==> src/rtl/spi_fifo_pkg.sv <==
package spi_fifo_pkg;

  typedef enum logic [1:0] {
    TRIG_1  = 2'd0,
    TRIG_4  = 2'd1,
    TRIG_8  = 2'd2,
    TRIG_16 = 2'd3
  } trig_e;

  typedef struct packed {
    logic rx_unf;
    logic rx_ovf;
    logic tx_unf;
    logic tx_ovf;
  } err_vec_t;

  function automatic logic [4:0] trig_level(input logic [1:0] code);
    case (trig_e'(code))
      TRIG_1:  return 5'd1;
      TRIG_4:  return 5'd4;
      TRIG_8:  return 5'd8;
      default: return 5'd16;
    endcase
  endfunction

endpackage

==> src/rtl/sfd_fifo.sv <==
module sfd_fifo #(
  parameter int DW    = 32,
  parameter int DEPTH = 32
) (
  input  logic                         clk_i,
  input  logic                         rst_ni,
  input  logic                         flush_i,
  input  logic                         push_i,
  input  logic [DW-1:0]                wdata_i,
  input  logic                         pop_i,
  output logic [DW-1:0]                rdata_o,
  output logic                         full_o,
  output logic                         empty_o,
  output logic [$clog2(DEPTH+1)-1:0]   count_o,
  output logic                         ovf_evt_o,
  output logic                         unf_evt_o
);
  localparam int AW = $clog2(DEPTH);
  localparam int CW = $clog2(DEPTH+1);

  logic [DW-1:0] mem [DEPTH];
  logic [AW-1:0] wr_ptr, rd_ptr;
  logic [CW-1:0] cnt;
  logic          do_push, do_pop;

  function automatic logic [AW-1:0] ptr_inc(input logic [AW-1:0] p);
    return (p == AW'(DEPTH-1)) ? '0 : p + AW'(1);
  endfunction

  assign full_o    = (cnt == CW'(DEPTH));
  assign empty_o   = (cnt == '0);
  assign do_push   = push_i & ~full_o  & ~flush_i;
  assign do_pop    = pop_i  & ~empty_o & ~flush_i;
  assign ovf_evt_o = push_i & full_o  & ~flush_i;
  assign unf_evt_o = pop_i  & empty_o & ~flush_i;
  assign count_o   = cnt;
  assign rdata_o   = mem[rd_ptr];

  always_ff @(posedge clk_i or negedge rst_ni) begin
    if (!rst_ni) begin
      wr_ptr <= '0;
      rd_ptr <= '0;
      cnt    <= '0;
    end else if (flush_i) begin
      wr_ptr <= '0;
      rd_ptr <= '0;
      cnt    <= '0;
    end else begin
      if (do_push) wr_ptr <= ptr_inc(wr_ptr);
      if (do_pop)  rd_ptr <= ptr_inc(rd_ptr);
      case ({do_push, do_pop})
        2'b10:   cnt <= cnt + CW'(1);
        2'b01:   cnt <= cnt - CW'(1);
        default: cnt <= cnt;
      endcase
    end
  end

  always_ff @(posedge clk_i) begin
    if (do_push) mem[wr_ptr] <= wdata_i;
  end


  count_bound_chk: assert property (@(posedge clk_i) disable iff (!rst_ni)
    cnt <= CW'(DEPTH));


  flush_empty_chk: assert property (@(posedge clk_i) disable iff (!rst_ni)
    flush_i |=> empty_o);


  drop_on_full_chk: assert property (@(posedge clk_i) disable iff (!rst_ni)
    (push_i && full_o && !pop_i && !flush_i) |=> full_o);

endmodule

==> src/rtl/sfd_err_flags.sv <==
module sfd_err_flags
  import spi_fifo_pkg::*;
(
  input  logic     clk_i,
  input  logic     rst_ni,
  input  err_vec_t ev_i,
  input  logic [4:0] clr_i,
  output err_vec_t flags_o,
  output logic     err_o
);
  err_vec_t flags_d, flags_q;
  logic     err_q;

  // set wins over clear
  assign flags_d = err_vec_t'((flags_q & ~clr_i[3:0]) | ev_i);

  always_ff @(posedge clk_i or negedge rst_ni) begin
    if (!rst_ni) begin
      flags_q <= '0;
      err_q   <= 1'b0;
    end else begin
      flags_q <= flags_d;
      err_q   <= (err_q & ~clr_i[4]) | (|flags_d);
    end
  end

  assign flags_o = flags_q;
  assign err_o   = err_q;


  err_cover_chk: assert property (@(posedge clk_i) disable iff (!rst_ni)
    (|flags_o) |-> err_o);

  for (genvar k = 0; k < 4; k++) begin : g_chk

    flag_set_chk: assert property (@(posedge clk_i) disable iff (!rst_ni)
      ev_i[k] |=> flags_o[k]);

    flag_clr_chk: assert property (@(posedge clk_i) disable iff (!rst_ni)
      (clr_i[k] && !ev_i[k]) |=> !flags_o[k]);
  end

endmodule

==> src/rtl/sfd_dma_req.sv <==
module sfd_dma_req
  import spi_fifo_pkg::*;
#(
  parameter int CW  = 6,
  parameter int BSW = 16
) (
  input  logic           clk_i,
  input  logic           rst_ni,
  input  logic           dma_en_i,
  input  logic [1:0]     tx_trig_i,
  input  logic [1:0]     rx_trig_i,
  input  logic [BSW-1:0] blk_size_i,
  input  logic [CW-1:0]  tx_free_i,
  input  logic [CW-1:0]  rx_fill_i,
  input  logic           word_done_i,
  output logic           tx_req_o,
  output logic           rx_req_o,
  output logic [BSW:0]   blk_cnt_o,
  output logic           blk_done_o
);
  localparam int BCW = BSW + 1;

  logic [BCW-1:0] blk_cnt_q, blk_last;
  logic           words_left;
  logic [CW-1:0]  tx_lvl, rx_lvl;

  assign blk_last   = {1'b0, blk_size_i} + BCW'(1);
  assign words_left = (blk_cnt_q <= {1'b0, blk_size_i});
  assign tx_lvl     = CW'(trig_level(tx_trig_i));
  assign rx_lvl     = CW'(trig_level(rx_trig_i));

  always_ff @(posedge clk_i or negedge rst_ni) begin
    if (!rst_ni)                      blk_cnt_q <= '0;
    else if (!dma_en_i)               blk_cnt_q <= '0;
    else if (word_done_i && words_left) blk_cnt_q <= blk_cnt_q + BCW'(1);
  end

  assign tx_req_o   = dma_en_i && (tx_free_i >= tx_lvl) && words_left;
  assign rx_req_o   = dma_en_i && (rx_fill_i >= rx_lvl);
  assign blk_cnt_o  = blk_cnt_q;
  assign blk_done_o = (blk_cnt_q == blk_last);


  blk_clear_chk: assert property (@(posedge clk_i) disable iff (!rst_ni)
    !dma_en_i |=> (blk_cnt_o == '0));


  blk_hold_chk: assert property (@(posedge clk_i) disable iff (!rst_ni)
    (dma_en_i && !word_done_i) |=> $stable(blk_cnt_o));


  tx_req_room_chk: assert property (@(posedge clk_i) disable iff (!rst_ni)
    tx_req_o |-> (tx_free_i != '0));

endmodule

==> src/rtl/spi_fifo_dma.sv <==
module spi_fifo_dma
  import spi_fifo_pkg::*;
#(
  parameter int DW    = 32,
  parameter int DEPTH = 32,
  parameter int BSW   = 16
) (
  input  logic                        clk_i,
  input  logic                        rst_ni,
  input  logic                        tx_push_i,
  input  logic [DW-1:0]               tx_wdata_i,
  input  logic                        tx_pop_i,
  output logic [DW-1:0]               tx_rdata_o,
  input  logic                        rx_push_i,
  input  logic [DW-1:0]               rx_wdata_i,
  input  logic                        rx_pop_i,
  output logic [DW-1:0]               rx_rdata_o,
  input  logic                        tx_flush_i,
  input  logic                        rx_flush_i,
  input  logic [4:0]                  clr_i,
  input  logic                        dma_en_i,
  input  logic [1:0]                  tx_trig_i,
  input  logic [1:0]                  rx_trig_i,
  input  logic [BSW-1:0]              blk_size_i,
  output logic                        tx_full_o,
  output logic                        tx_empty_o,
  output logic                        rx_full_o,
  output logic                        rx_empty_o,
  output logic                        tx_ovf_o,
  output logic                        tx_unf_o,
  output logic                        rx_ovf_o,
  output logic                        rx_unf_o,
  output logic                        err_o,
  output logic [$clog2(DEPTH+1)-1:0]  tx_free_o,
  output logic [$clog2(DEPTH+1)-1:0]  rx_fill_o,
  output logic                        tx_req_o,
  output logic                        rx_req_o,
  output logic [BSW:0]                blk_cnt_o,
  output logic                        blk_done_o
);
  localparam int CW = $clog2(DEPTH+1);

  logic [CW-1:0] tx_cnt;
  logic          tx_ovf_ev, tx_unf_ev, rx_ovf_ev, rx_unf_ev;
  logic          tx_word_done;
  err_vec_t      ev, flags;

  sfd_fifo #(.DW(DW), .DEPTH(DEPTH)) u_tx_fifo (
    .clk_i, .rst_ni,
    .flush_i  (tx_flush_i),
    .push_i   (tx_push_i),
    .wdata_i  (tx_wdata_i),
    .pop_i    (tx_pop_i),
    .rdata_o  (tx_rdata_o),
    .full_o   (tx_full_o),
    .empty_o  (tx_empty_o),
    .count_o  (tx_cnt),
    .ovf_evt_o(tx_ovf_ev),
    .unf_evt_o(tx_unf_ev)
  );

  sfd_fifo #(.DW(DW), .DEPTH(DEPTH)) u_rx_fifo (
    .clk_i, .rst_ni,
    .flush_i  (rx_flush_i),
    .push_i   (rx_push_i),
    .wdata_i  (rx_wdata_i),
    .pop_i    (rx_pop_i),
    .rdata_o  (rx_rdata_o),
    .full_o   (rx_full_o),
    .empty_o  (rx_empty_o),
    .count_o  (rx_fill_o),
    .ovf_evt_o(rx_ovf_ev),
    .unf_evt_o(rx_unf_ev)
  );

  assign tx_free_o = CW'(DEPTH) - tx_cnt;

  assign ev.tx_ovf = tx_ovf_ev;
  assign ev.tx_unf = tx_unf_ev;
  assign ev.rx_ovf = rx_ovf_ev;
  assign ev.rx_unf = rx_unf_ev;

  sfd_err_flags u_err (
    .clk_i, .rst_ni,
    .ev_i   (ev),
    .clr_i  (clr_i),
    .flags_o(flags),
    .err_o  (err_o)
  );

  assign tx_ovf_o = flags.tx_ovf;
  assign tx_unf_o = flags.tx_unf;
  assign rx_ovf_o = flags.rx_ovf;
  assign rx_unf_o = flags.rx_unf;

  assign tx_word_done = tx_pop_i & ~tx_empty_o & ~tx_flush_i;

  sfd_dma_req #(.CW(CW), .BSW(BSW)) u_dma (
    .clk_i, .rst_ni,
    .dma_en_i   (dma_en_i),
    .tx_trig_i  (tx_trig_i),
    .rx_trig_i  (rx_trig_i),
    .blk_size_i (blk_size_i),
    .tx_free_i  (tx_free_o),
    .rx_fill_i  (rx_fill_o),
    .word_done_i(tx_word_done),
    .tx_req_o   (tx_req_o),
    .rx_req_o   (rx_req_o),
    .blk_cnt_o  (blk_cnt_o),
    .blk_done_o (blk_done_o)
  );


  tx_ovf_set_chk: assert property (@(posedge clk_i) disable iff (!rst_ni)
    (tx_push_i && tx_full_o && !tx_flush_i) |=> tx_ovf_o);


  rx_unf_set_chk: assert property (@(posedge clk_i) disable iff (!rst_ni)
    (rx_pop_i && rx_empty_o && !rx_flush_i) |=> rx_unf_o);


  rx_req_data_chk: assert property (@(posedge clk_i) disable iff (!rst_ni)
    rx_req_o |-> !rx_empty_o);


  free_fill_chk: assert property (@(posedge clk_i) disable iff (!rst_ni)
    tx_empty_o |-> (tx_free_o == CW'(DEPTH)));

endmodule

==> config.mk <==
export PLATFORM = sky130hd
export DESIGN_NAME = spi_fifo_dma
export DESIGN_NICKNAME = d
export VERILOG_FILES = /design/src/rtl/spi_fifo_pkg.sv /design/src/rtl/sfd_fifo.sv /design/src/rtl/sfd_err_flags.sv /design/src/rtl/sfd_dma_req.sv /design/src/rtl/spi_fifo_dma.sv
export SDC_FILE = /design/constraint.sdc
export NUM_CORES = 2
export LEC_CHECK = 0
export ABC_AREA = 1
export BUFFER_PORTS_ARGS = -buffer_cell sky130_fd_sc_hd__buf_2
export CORE_ASPECT_RATIO = 0.6
export CORE_MARGIN = 2
export CORE_UTILIZATION = 56
export DETAILED_ROUTE_END_ITERATION = 10
export PLACE_DENSITY = 0.78
export SLEW_MARGIN = 10
export SYNTH_ARGS = -nofsm -noshare
export SYNTH_HDL_FRONTEND = slang
export SYNTH_SLANG_ARGS = --single-unit
export TNS_END_PERCENT = 30
==> constraint.sdc <==
create_clock -name clk_i -period 3.25 [get_ports clk_i]
set_input_delay 0.1625 -clock clk_i [delete_from_list [all_inputs] [get_ports clk_i]]
set_output_delay 0.1625 -clock clk_i [all_outputs]
set_load 0.02 [all_outputs]
==> impl_metrics.json <==
{
  "status": "finished, violations left",
  "violations": "setup timing",
  "grt_first_pass_wirelength_um": 369000,
  "clockBufferDepth": 3,
  "postRouteAntennaNets": 0,
  "std_cell_rows": 110,
  "cts_tree": "done",
  "die_w_um": 504,
  "final_max_slew_viol_count": 0,
  "setup_slack_ns": -0.220,
  "overflow": 0,
  "power_leakage_nw": 33.3,
  "worst_ep_arrival_time_ns": 3.31,
  "dpl.hpwl_um": 137000,
  "dp_slack_ns": 0.378,
  "synth_nets": 6688,
  "setup_tns_ns": -3.00,
  "worst_slew_pin_slew_ns": 1.05,
  "final_common_cell": "edfxtp_1",
  "cp.required_ns": 3.09,
  "seq_area_frac_synth_pct": 74.7,
  "maxCapViolations": 0,
  "finalSetupViolCount": 48,
  "fp.dieArea_mm2": 0.153,
  "track_usage_pct": 32.4,
  "synth-seq-cells": 2102,
  "syn_to_final_growth_pct": 16.6,
  "root_buffer": "clkbuf_16",
  "final_cell_area_mm2": 0.0981,
  "vias": 60586,
  "fin_crit_ns": 3.47,
  "antenna_found_initial": 16,
  "drt_first_pass_iters": 8,
  "drive_gt1_share_pct": 14.0,
  "finalHoldViolCount": 0,
  "timing.final.crit_share_pct": 107,
  "portBuffers": 202,
  "synth_cell_types": 44,
  "syn_area_per_cell_um2": 12.9,
  "fin_nets": 7038,
  "synth_area_leaders": "edfxtp_1 (73%), o21ai_0 (6.0%), nor2_1 (5.5%)",
  "netlist_area_mm2": 0.0841,
  "place_area_mm2": 0.0890,
  "clock_latency_ns": 0.86,
  "vdd.ir_drop.worst_mv": 0.502,
  "gp_routability_congestion": 0.895,
  "r2r_start": "u_rx_fifo.count_o[1]",
  "core_mm2": 0.150,
  "synthArstFlopShare_pct": 2.57,
  "hold_path_class": "in -> async",
  "initial_utilization_pct": 56.2,
  "synth-edff-count": 2048,
  "p_total_mw": 74.4,
  "grt_pass1_vias": 55628,
  "post-route-util_pct": 65.6,
  "cp_num_buf_inv": 4,
  "cp_slowest_stage_delay_ns": 0.55,
  "crit_type": "reg -> out",
  "syn-instance-count": 6546,
  "drt_wl_total_um": 260000,
  "cts_max_level": 4,
  "clock_skew_ns": 0.0452,
  "synth_top_area_cell": "edfxtp_1",
  "critPathTopFamily": "compound AO/OA/AOI/OAI gates",
  "endpoint_kind": "output port",
  "most-common-layout-cells": "edfxtp_1 (2048), nor2_1 (1177), o21ai_0 (1002)",
  "crit_path_frequent_cell": "nor2_1",
  "max_freq_ghz": 0.288,
  "rsz0062_at_grt": "yes",
  "grt_start_max_net_pins": 103,
  "cts_made_buffers": 180,
  "slew_headroom_pct": 29.8,
  "clock-sinks": 2102,
  "die_h_um": 304,
  "crit_fanout": 12,
  "crit_slowest_cell": "dfrtp_4",
  "drtIter0Drc": 12739,
  "start_kind": "register",
  "drcViolationCount": 0,
  "power.density_mw_per_mm2": 758,
  "crit_chain": "buf_12 -> inv_16 -> buf_4 -> o21ai_0 -> o22ai_1 -> nor2_1 -> nor2_1 -> o21ai_1 -> nand2_1 -> buf_2",
  "nFillCells": 9973,
  "yosys_most_used_dff": "edfxtp_1",
  "synth_top_area_share_pct": 73.1,
  "clk_pin_slew_ns": 0.07,
  "crit_start": "u_tx_fifo.rd_ptr[0]",
  "io_pins": 203,
  "wl_per_cell_um": 28.6,
  "synth_warnings": 0,
  "vias_per_cell": 6.68
}
==> repair_timing <==
| action | 4_1_cts | 5_1_grt |
|---|---|---|
| pin swaps | 21 | 27 |
| hold endpoints to repair | 2140 | 0 |
| setup buffers | 27 | 17 |
| resized for setup | 163 | 101 |
| cloned | 26 | 19 |
| setup endpoints to repair | 64 | 65 |
| hold buffers | 82 | 0 |
==> cell usage after synthesis (7+ instances only) <==
master	n
xor2_1	28
clkbuf_1	267
nand2_2	11
buf_4	23
inv_2	7
nand2_1	511
o21ai_1	133
inv_1	106
edfxtp_1	2048
a21oi_1	104
nand4_1	14
buf_2	118
o21ai_0	1015
ha_1	44
nor2_1	1242
o221ai_1	99
o22ai_1	550
buf_1	20
xnor2_1	9
nor3_1	13
nand3_1	90
dfrtp_1	54
==> layout make-up <==
class / instances / area (µm²) / area share, %
Sequential cell: 2102 / 62900 / 64.1
Multi-Input combinational cell: 3890 / 20000 / 20.4
Timing Repair Buffer: 596 / 6320 / 6.44
Clock buffer: 224 / 4710 / 4.80
Tap cell: 2016 / 2520 / 2.57
Clock inverter: 103 / 1010 / 1.03
Inverter: 117 / 533 / 0.543
Timing Repair inverter: 9 / 131 / 0.134
Antenna cell: 10 / 25.0 / 0.0255
==> state kept, by name (all words and copies together) (netlist names) <==
name and count:
u_rx_fifo.mem 1024, u_tx_fifo.mem 1024, u_dma.blk_cnt_o 17, u_rx_fifo.count_o 6
u_tx_fifo.count_o 6, u_rx_fifo.rd_ptr 5, u_rx_fifo.wr_ptr 5, u_tx_fifo.rd_ptr 5
u_tx_fifo.wr_ptr 5, u_err.flags_o 4, u_err.err_o 1
==> worst reg2reg max path, stage by stage (launching register included) <==
cell and delay [ns]:
dfrtp_1 0.50, nor2_1 0.11, nand3_1 0.12, nand2_2 0.11, inv_1 0.19, nand2_1 0.43
buf_4 0.33, nor2_4 0.37, buf_4 0.41
==> layer usage <==
layer	wire, µm	GRT usage (%)
met5	98	0
met4	8420	10.6
met3	48100	11.9
met2	105000	42.7
met1	98100	49.7
==> worst paths after layout <==
path                                        endpoint  slack, ns  cells past startpoint
worst max-delay path                  tx_rdata_o[28]      -0.22                     10
worst min-delay path            u_rx_fifo.count_o[4]       0.04                      2
worst max register to register  u_rx_fifo.mem[0][21]       0.35                      8
worst min register to register  u_tx_fifo.count_o[5]       0.58                      2
max in group asynchronous        u_tx_fifo.rd_ptr[0]       2.39                      2
min in group clk_i                u_dma.blk_cnt_o[6]       0.23                      8
==> stage by stage <==
step | hold WS (ns) | std cells
after detailed placement | 0.354 | 8560
after floorplan | -0.133 | 6546
after CTS | 0.0570 | 9022
after global routing | 0.135 | 9059
after global placement | 0.353 | 8560
final | 0.0417 | 9067
==> logic make-up (layout without fill, tap and decap cells) <==
family | Yosys count | in the layout | synth area share (%)
AO/OA/AOI/OAI | 1909 | 1909 | 12.6
XOR/XNOR | 37 | 37 | 0.385
adder cells (fa/ha/maj) | 44 | 44 | 0.654
buffers and inverters | 554 | 1049 | 2.80
flip-flops | 2102 | 2102 | 74.7
other | 0 | 10 | 0
AND/OR/NAND/NOR | 1900 | 1900 | 8.81
==> power by group <==
group          internal, mW  leakage, nW  total (mW)  switching (mW)
registers              30.0         19.1        30.3           0.293
logic                  7.44         11.4        22.6            15.2
clock network          11.5         2.77        21.4            9.93
total                  48.9         33.3        74.4            25.4
No activity file was read; power rests on OpenSTA's default activity.
